===== config.mk =====
export PLATFORM = sky130hd
export DESIGN_NAME = dual8_timer
export DESIGN_NICKNAME = d
export VERILOG_FILES = /design/src/rtl/dual8_timer.sv
export SDC_FILE = /design/constraint.sdc
export NUM_CORES = 1
export LEC_CHECK = 0
export BUFFER_PORTS_ARGS = -buffer_cell sky130_fd_sc_hd__buf_2
export CAP_MARGIN = 20
export CORE_ASPECT_RATIO = 0.9
export CORE_MARGIN = 8
export CORE_UTILIZATION = 55
export DETAILED_ROUTE_END_ITERATION = 16
export PLACE_DENSITY = 0.82
export SLEW_MARGIN = 20
export SYNTH_ARGS = -nofsm -noshare
export SYNTH_HDL_FRONTEND = slang
export SYNTH_SLANG_ARGS = --single-unit

===== constraint.sdc =====
create_clock -name clk -period 4.5 [get_ports clk]
set_input_delay 0.9 -clock clk [delete_from_list [all_inputs] [get_ports clk]]
set_output_delay 0.9 -clock clk [all_outputs]
set_load 0.02 [all_outputs]

===== src/rtl/dual8_timer.sv =====
module dual8_timer #(
  parameter int W        = 8,
  parameter int PRESCALE = 6
) (
  input  logic         clk,
  input  logic         rst,
  input  logic         cnt_pin,
  input  logic         gate_pin,
  input  logic         wr_en,
  input  logic [1:0]   wr_sel,
  input  logic [W-1:0] wr_data,
  input  logic         ack_lo,
  input  logic         ack_hi,
  output logic [W-1:0] lo_q,
  output logic [W-1:0] hi_q,
  output logic         flag_lo,
  output logic         flag_hi,
  output logic         irq_lo,
  output logic         irq_hi
);
  localparam int PW = $clog2(PRESCALE);
  localparam logic [PW-1:0] PLAST = PW'(PRESCALE - 1);
  localparam logic [1:0] SEL_MODE = 2'd0, SEL_CTRL = 2'd1, SEL_LO = 2'd2, SEL_HI = 2'd3;

  logic [1:0]    mode_q;
  logic          ct_q, gate_q, run0_q, run1_q;
  logic [PW-1:0] pre_q;
  logic [2:0]    pin_s;
  logic [1:0]    gate_s;

  wire tick    = (pre_q == PLAST);
  wire fall    = pin_s[2] & ~pin_s[1];
  wire split   = (mode_q == 2'b11);
  wire en_lo   = run0_q & (~gate_q | gate_s[1]);
  wire lo_step = en_lo & (ct_q ? fall : tick);
  wire hi_step = split & run1_q & tick;
  wire lo_ovf  = lo_step & (&lo_q);
  wire hi_ovf  = hi_step & (&hi_q);
  wire wr_mode = wr_en & (wr_sel == SEL_MODE);
  wire wr_ctrl = wr_en & (wr_sel == SEL_CTRL);
  wire wr_lo   = wr_en & (wr_sel == SEL_LO);
  wire wr_hi   = wr_en & (wr_sel == SEL_HI);

  assign irq_lo = flag_lo;
  assign irq_hi = flag_hi;

  always_ff @(posedge clk) begin
    if (rst) begin
      mode_q  <= '0;
      ct_q    <= 1'b0;
      gate_q  <= 1'b0;
      run0_q  <= 1'b0;
      run1_q  <= 1'b0;
      pre_q   <= '0;
      pin_s   <= '0;
      gate_s  <= '0;
      lo_q    <= '0;
      hi_q    <= '0;
      flag_lo <= 1'b0;
      flag_hi <= 1'b0;
    end else begin
      pre_q  <= tick ? '0 : pre_q + 1'b1;
      pin_s  <= {pin_s[1:0], cnt_pin};
      gate_s <= {gate_s[0], gate_pin};

      if (wr_mode) {gate_q, ct_q, mode_q} <= wr_data[3:0];
      if (wr_ctrl) begin
        run0_q <= wr_data[4];
        run1_q <= wr_data[6];
      end

      if (wr_lo)        lo_q <= wr_data;
      else if (lo_ovf)  lo_q <= split ? '0 : hi_q;
      else if (lo_step) lo_q <= lo_q + 1'b1;

      if (wr_hi)        hi_q <= wr_data;
      else if (hi_step) hi_q <= hi_q + 1'b1;

      if (lo_ovf)      flag_lo <= 1'b1;
      else if (ack_lo) flag_lo <= 1'b0;

      if (hi_ovf)      flag_hi <= 1'b1;
      else if (ack_hi) flag_hi <= 1'b0;
    end
  end
endmodule



==> results of run 1 <==
==> registers in the layout, indices dropped and copies added, names as in the netlist <==
register / cells
mode_q: 2
pre_q: 3
lo_q: 8
flag_lo: 1
gate_s: 2
run0_q: 1
ct_q: 1
gate_q: 1
run1_q: 1
flag_hi: 1
hi_q: 8
pin_s: 3
==> final timing paths <==
kind,startpoint,endpoint,slack (ps),cells after the start
min reg2reg,gate_s[0]$_SDFF_PP0_,gate_s[1]$_SDFF_PP0_,450,1
max,pre_q[1]$_SDFF_PP0_,lo_q[0]$_SDFFE_PP0P_,2440,7
min,gate_s[0]$_SDFF_PP0_,gate_s[1]$_SDFF_PP0_,450,1
max reg2reg,pre_q[1]$_SDFF_PP0_,lo_q[0]$_SDFFE_PP0P_,2440,7
==> placed cells by master (no fill, tap or decap), types with 2 or more instances in the layout <==
cell type / Yosys / final
and3b_1: 2 / 2
dfxtp_1: 32 / 32
a211oi_1: 9 / 9
xnor2_1: 5 / 5
xor2_1: 6 / 6
nand3_1: 6 / 6
nand3b_1: 2 / 2
clkbuf_4: 0 / 5
nand4_1: 3 / 3
nor2_1: 28 / 28
mux2i_1: 7 / 7
nand2_1: 5 / 5
o32ai_1: 6 / 6
ha_1: 4 / 4
inv_1: 4 / 4
and3_1: 12 / 12
nor2b_1: 5 / 5
nand3_2: 2 / 2
a21oi_1: 17 / 17
buf_2: 0 / 36
o21ai_0: 2 / 2
a311oi_1: 2 / 2
==> report_power, final <==
part           internal (mW)  leakage, nW  switching (mW)
clock network          0.116       0.0422          0.0987
registers              0.295        0.261          0.0131
logic                 0.0257        0.556          0.0365
total                  0.437        0.859           0.148
==> routing by layer <==
metal | global-route usage [%] | vias to the layer above | routed length, um
li1 | - | 724 | -
met1 | 20.94 | 670 | 1614
met4 | 7.481 | 0 | 53
met5 | 0 | - | 0
met2 | 27.57 | 61 | 1930
met3 | 6.805 | 5 | 362
==> area by class of cell <==
cell class	count	area share, %
Inverter	4	0.8038
Sequential cell	32	34.29
Timing Repair Buffer	36	9.645
Clock buffer	6	2.210
Clock inverter	2	1.875
Multi-Input combinational cell	136	48.49
Tap cell	40	2.679
==> cells by family after synthesis <==
logic type / count (synthesis) / share of synthesized area [%]
xor+xnor: 11 / 5.997
compound gates: 40 / 17.06
simple gates: 74 / 25.86
fa+ha+maj: 4 / 3.115
buf+inv: 12 / 3.738
mux: 7 / 4.362
flops: 32 / 39.88
==> worst max-delay path, stage by stage, from the launching register on <==
cell	delay [ps]
dfxtp_1	340
inv_1	50
ha_1	250
and3b_2	250
o221ai_2	500
nand2b_1	330
a221o_1	150
o21ai_0	70
==> metrics by stage <==
step	instance area [um^2]	hold WS, ps
after detailed placement	1792	438.5
after global routing	1868	465.1
after global placement	1792	417.2
after CTS	1868	458.4
after floorplan	1607	413.8
final	1868	448.9
==> impl_results.md, run 1 <==
- Status: complete, no violations
- FF+latch count, synth: 32
- Reg clk slew, reported paths: ~110 ps
- Final Util: 67.43%
- CTS tree: done
- Post-DP HPWL: just under 3 mm
- Highest clock rate: 0.4849 GHz
- Nets: 236
- Crit share post-route: 45.83%
- Remaining global-route overflow: 0
- Crit Path Category: flip-flop to flip-flop
- CP Launch Type: flip-flop
- GR Util All Layers: 17.52%
- Resized Gates After CTS: 0
- Setup WS post-layout: 2438 ps
- Ys Warns: 0
- Total nets after synthesis: between 200 and 250
- EDFF count, synth: 0
- Initial antenna violation count: 0
- Tightest Pin Transition: a little over 600 ps
- Setup Fix Bufs, Post-CTS: 0
- Sequential cell area: 640.6 um^2
- Pwr Density: 313.4 mW/mm^2
- Setup TNS: 0 ps
- CP max FO: 11
- Fillers: ~230
- Leak Pwr: between 0.8 and 0.9 nW
- Synth area leaders: dfxtp_1 (40%), nor2_1 (6.5%), a21oi_1 (5.3%)
- Mapped Area: 0.001607 mm^2
- Total power draw: 0.5855 mW
- Largest net degree at the start of global routing: 34
- Max-Cap Viols: 0
- Port-buffer cells: 36
- Vias in the first global route: between 1000 and 1500
- Final Hold Vio Count: 0
- Share of layout cells above drive strength 1: 24.07%
- Pre-CTS setup slack: approximately 2300 ps
- Die W: between 70 and 80 um
- DR vias: between 1000 and 1500
- Most common cell in the netlist: dfxtp_1
- Area of the multi-input gates: slightly above 900 um^2
- Cell accounting for the most synthesized area: dfxtp_1
- Area growth from synthesis to final layout: 16.28%
- CTS hold repair buffers: 0
- Initial Util: 57.99%
- Final min period: 2062 ps
- Detailed Route Iter0 Violations: 189
- First-pass GRT wire length: between 6 and 7 mm
- Critical Path RT: about 4700 ps
- Finished Layout Cells: 256
- Worst EP arrival: 2280 ps
- Max_slew headroom: between 50% and 60%
- Crit end category: flip-flop
- Clock Sinks: 32
- Final GP Congestion: 0.8405
- Drt total wl: around 4 mm
- Yosys cell types: 36
- Final Max Slew Viols: 0
- RSZ-0062 raised after global routing: false
- Area fraction of the dominant cell type after synthesis: around two fifths
- I/O pin count: 37
- Placed insts: 248
- Total iterations of the first detailed-routing run: 4
- Final setup violation count: 0
- Die Y: 67.27 um
- Seq/Total Area, Yosys: 39.88%
- Max IR drop VDD: 207.8 uV
- Site Rows: 18
- Antenna cells: 0
- Vias per inst: between 5 and 6
- Commonest cells in the netlist: dfxtp_1 (32), nor2_1 (28), a21oi_1 (17)
- Syn Inst Count: 180
- Clock Skews: about 17 ps
- Main synth FF type: dfxtp_1
- H-tree depth: 2
- Max Buffers Root-to-Sink: 2
- Full die area: 0.004909 mm^2
- Core area: 0.002770 mm^2
- Routed Antenna Nets: 0
- Routed len/inst: roughly 15 um
- HP Class: flip-flop to flip-flop
- CTS Buf Count: 5
- Skew-Pair Late Insertion Delay: around 350 ps
- DRC Markers: 0
- FFs w/ async S/R, synth: 0%
- Syn Area/Cell: a little under 9 um^2
- Root Driver: clkbuf_4
No activity file was read; power rests on OpenSTA's default activity.
==> inputs of run 2 (changes only) <==
--- a/config.mk
+++ b/config.mk
@@ -9,9 +9,9 @@
 export CAP_MARGIN = 20
 export CORE_ASPECT_RATIO = 0.9
 export CORE_MARGIN = 8
-export CORE_UTILIZATION = 55
+export CORE_UTILIZATION = 48
 export DETAILED_ROUTE_END_ITERATION = 16
-export PLACE_DENSITY = 0.82
+export PLACE_DENSITY = 0.76
 export SLEW_MARGIN = 20
 export SYNTH_ARGS = -nofsm -noshare
 export SYNTH_HDL_FRONTEND = slang
==> constraint.sdc (replaced) <==
create_clock -name clk -period 1.7 [get_ports clk]
set_input_delay 0.34 -clock clk [delete_from_list [all_inputs] [get_ports clk]]
set_output_delay 0.34 -clock clk [all_outputs]
set_load 0.02 [all_outputs]
==> impl_results.md, run 2 (synthesis gave the netlist of run 1 again) <==
- Status: complete, no violations (unchanged)
- GR Util All Layers: 15.52% (was 17.52%)
- Detailed Route Iter0 Violations: 100 (was 189)
- CTS hold repair buffers: 0 (unchanged)
- Sequential cell area: 644.4 um^2 (was 640.6 um^2)
- First-pass GRT wire length: 6.927 mm (was 6.727 mm)
- Remaining global-route overflow: 0 (unchanged)
- CP max FO: 7 (was 11)
- Final Max Slew Viols: 0 (unchanged)
- Site Rows: 20 (was 18)
- Max-Cap Viols: 0 (unchanged)
- Routed Antenna Nets: 0 (unchanged)
- Final GP Congestion: 0.8926 (was 0.8405)
- Reg clk slew, reported paths: 70 ps (was 110 ps)
- Full die area: 0.005457 mm^2 (was 0.004909 mm^2)
- HP Class: input pin to flip-flop (was flip-flop to flip-flop)
- Top flop regs: hi_q x8, lo_q x8 (unchanged)
- Max Buffers Root-to-Sink: 2 (unchanged)
- Tightest Pin Transition: 463.1 ps (was 617.7 ps)
- Total iterations of the first detailed-routing run: 4 (unchanged)
- Area growth from synthesis to final layout: 33.41% (was 16.28%)
- Largest net degree at the start of global routing: 33 (was 34)
- Final setup violation count: 0 (unchanged)
- Final min period: 1671 ps (was 2062 ps)
- Setup TNS: 0 ps (unchanged)
- Max_slew headroom: 68.99% (was 58.82%)
- RSZ-0062 raised after global routing: true (was false)
- CTS Buf Count: 5 (unchanged)
- Initial antenna violation count: 0 (unchanged)
- Drt total wl: 4.367 mm (was 3.960 mm)
- H-tree depth: 2 (unchanged)
- Worst Hold Margin: 257.8 ps (was 448.9 ps)
- Post-DP HPWL: 2.955 mm (was 2.934 mm)
- Area of the multi-input gates: 0.001001 mm^2 (was 905.9 um^2)
- Design area: 0.002143 mm^2 (was 0.001868 mm^2)
- Grt met1 use: 18.07% (was 20.94%)
- Critical Path RT: 1900 ps (was 4720 ps)
- Most frequent cells in the layout: buf_2 (36), dfxtp_1 (29), nor2_1 (28) (was buf_2 (36), dfxtp_1 (32), nor2_1 (28))
- I/O pin count: 37 (unchanged)
- Highest clock rate: 0.5986 GHz (was 0.4849 GHz)
- Max IR drop VDD: 503.7 uV (was 207.8 uV)
- M2 GR Usage: 24.60% (was 27.57%)
- Commonest non-fill, non-tap cell in the layout: buf_2 (unchanged)
- Die Y: 70.89 um (was 67.27 um)
- Routed len/inst: 15.77 um (was 15.47 um)
- Port-buffer cells: 36 (unchanged)
- Initial Util: 49.01% (was 57.99%)
- Vias per inst: 5.560 (was 5.703)
- Clock Sinks: 32 (unchanged)
- Die W: 76.98 um (was 72.97 um)
- Nets: 253 (was 236)
- Root Driver: clkbuf_8 (was clkbuf_4)
- Share of layout cells above drive strength 1: 34.76% (was 24.07%)
- Crit end category: flip-flop (unchanged)
- Core area: 0.003278 mm^2 (was 0.002770 mm^2)
- Vias in the first global route: 1500 (was 1403)
- Final Hold Vio Count: 0 (unchanged)
- Crit Path Category: flip-flop to flip-flop (unchanged)
- DR vias: 1540 (was 1460)
- Placed Area: 0.001899 mm^2 (was 0.001792 mm^2)
- CP Launch Type: flip-flop (unchanged)
- Clock Skews: 5.797 ps (was 16.91 ps)
- Crit share post-route: 98.28% (was 45.83%)
- Fillers: 256 (was 229)
- DRC Markers: 0 (unchanged)
- GR peak layer: met2 (unchanged)
- Leak Pwr: 0.9789 nW (was 0.8594 nW)
- Skew-Pair Late Insertion Delay: 290 ps (was 350 ps)
- Met3 usage: 4.557% (was 6.805%)
- CTS tree: done (unchanged)
- Pwr Density: 758.1 mW/mm^2 (was 313.4 mW/mm^2)
- Antenna cells: 0 (unchanged)
- Worst EP arrival: 1870 ps (was 2280 ps)
[run 2: cell types whose count changed in the layout (fill, tap and decap cells not counted), sizes merged]
cell	delta
bufinv	-1
nor2	+1
clkbuf	+3
buf	+15
clkinv	-1
[run 2: per-stage QoR]
stage / util [%] / power [mW] / instances / setup WS, ps
after global placement: 57.94 / 1.007 / 264 / 58.85
after floorplan: - / 0.9272 / 180 / 22.10
after global routing: 65.38 / 1.685 / 277 / -7.200
after detailed placement: 57.94 / 1.009 / 264 / 16.75
after CTS: 60.73 / 1.607 / 272 / 14.89
final: 65.38 / 1.625 / 277 / 29.32
[run 2: path summary, 6_finish.rpt]
check        slack (ps)                   end  depth (start not counted)                start
min                 260  gate_s[0]$_SDFF_PP0_                          2             gate_pin
min reg2reg         440   pin_s[1]$_SDFF_PP0_                          1  pin_s[0]$_SDFF_PP0_
max reg2reg          30  lo_q[3]$_SDFFE_PP0P_                          7  pre_q[0]$_SDFF_PP0_
max                  30  lo_q[3]$_SDFFE_PP0P_                          7  pre_q[0]$_SDFF_PP0_
[run 2: repair_timing]
action | CTS | global route
setup buffers | 0 | 3
resized for setup | 1 | 18
endpoints found under the setup margin | 1 | 11
pin swaps | 0 | 8
gates cloned | 0 | 2
[run 2: where the power goes]
group	switching (mW)	internal (mW)
logic	0.115	0.0931
clock network	0.272	0.330
registers	0.0314	0.783
total	0.419	1.21
[run 2: layout make-up]
type / instances / area share, %
timing repair buffer: 52 / 15.76
clock buffer: 8 / 4.203
inverter: 4 / 0.7005
tap: 44 / 2.569
sequential: 32 / 30.06
multi-input combinational: 137 / 46.70
[run 2: worst max-delay path, cell delays in order (launching register included)]
cell      delay, ps
dfxtp_2         360
ha_4            150
and3b_2         210
o221ai_4        130
buf_12          170
nand2b_4        140
buf_6           140
o32ai_1         280
[run 2: routing by layer]
| layer | up-vias | routed length, um |
|---|---|---|
| met2 | 46 | 2083 |
| met1 | 724 | 1839 |
| met4 | 0 | 147 |
| met3 | 13 | 297 |
| met5 | - | 0 |
| li1 | 757 | - |
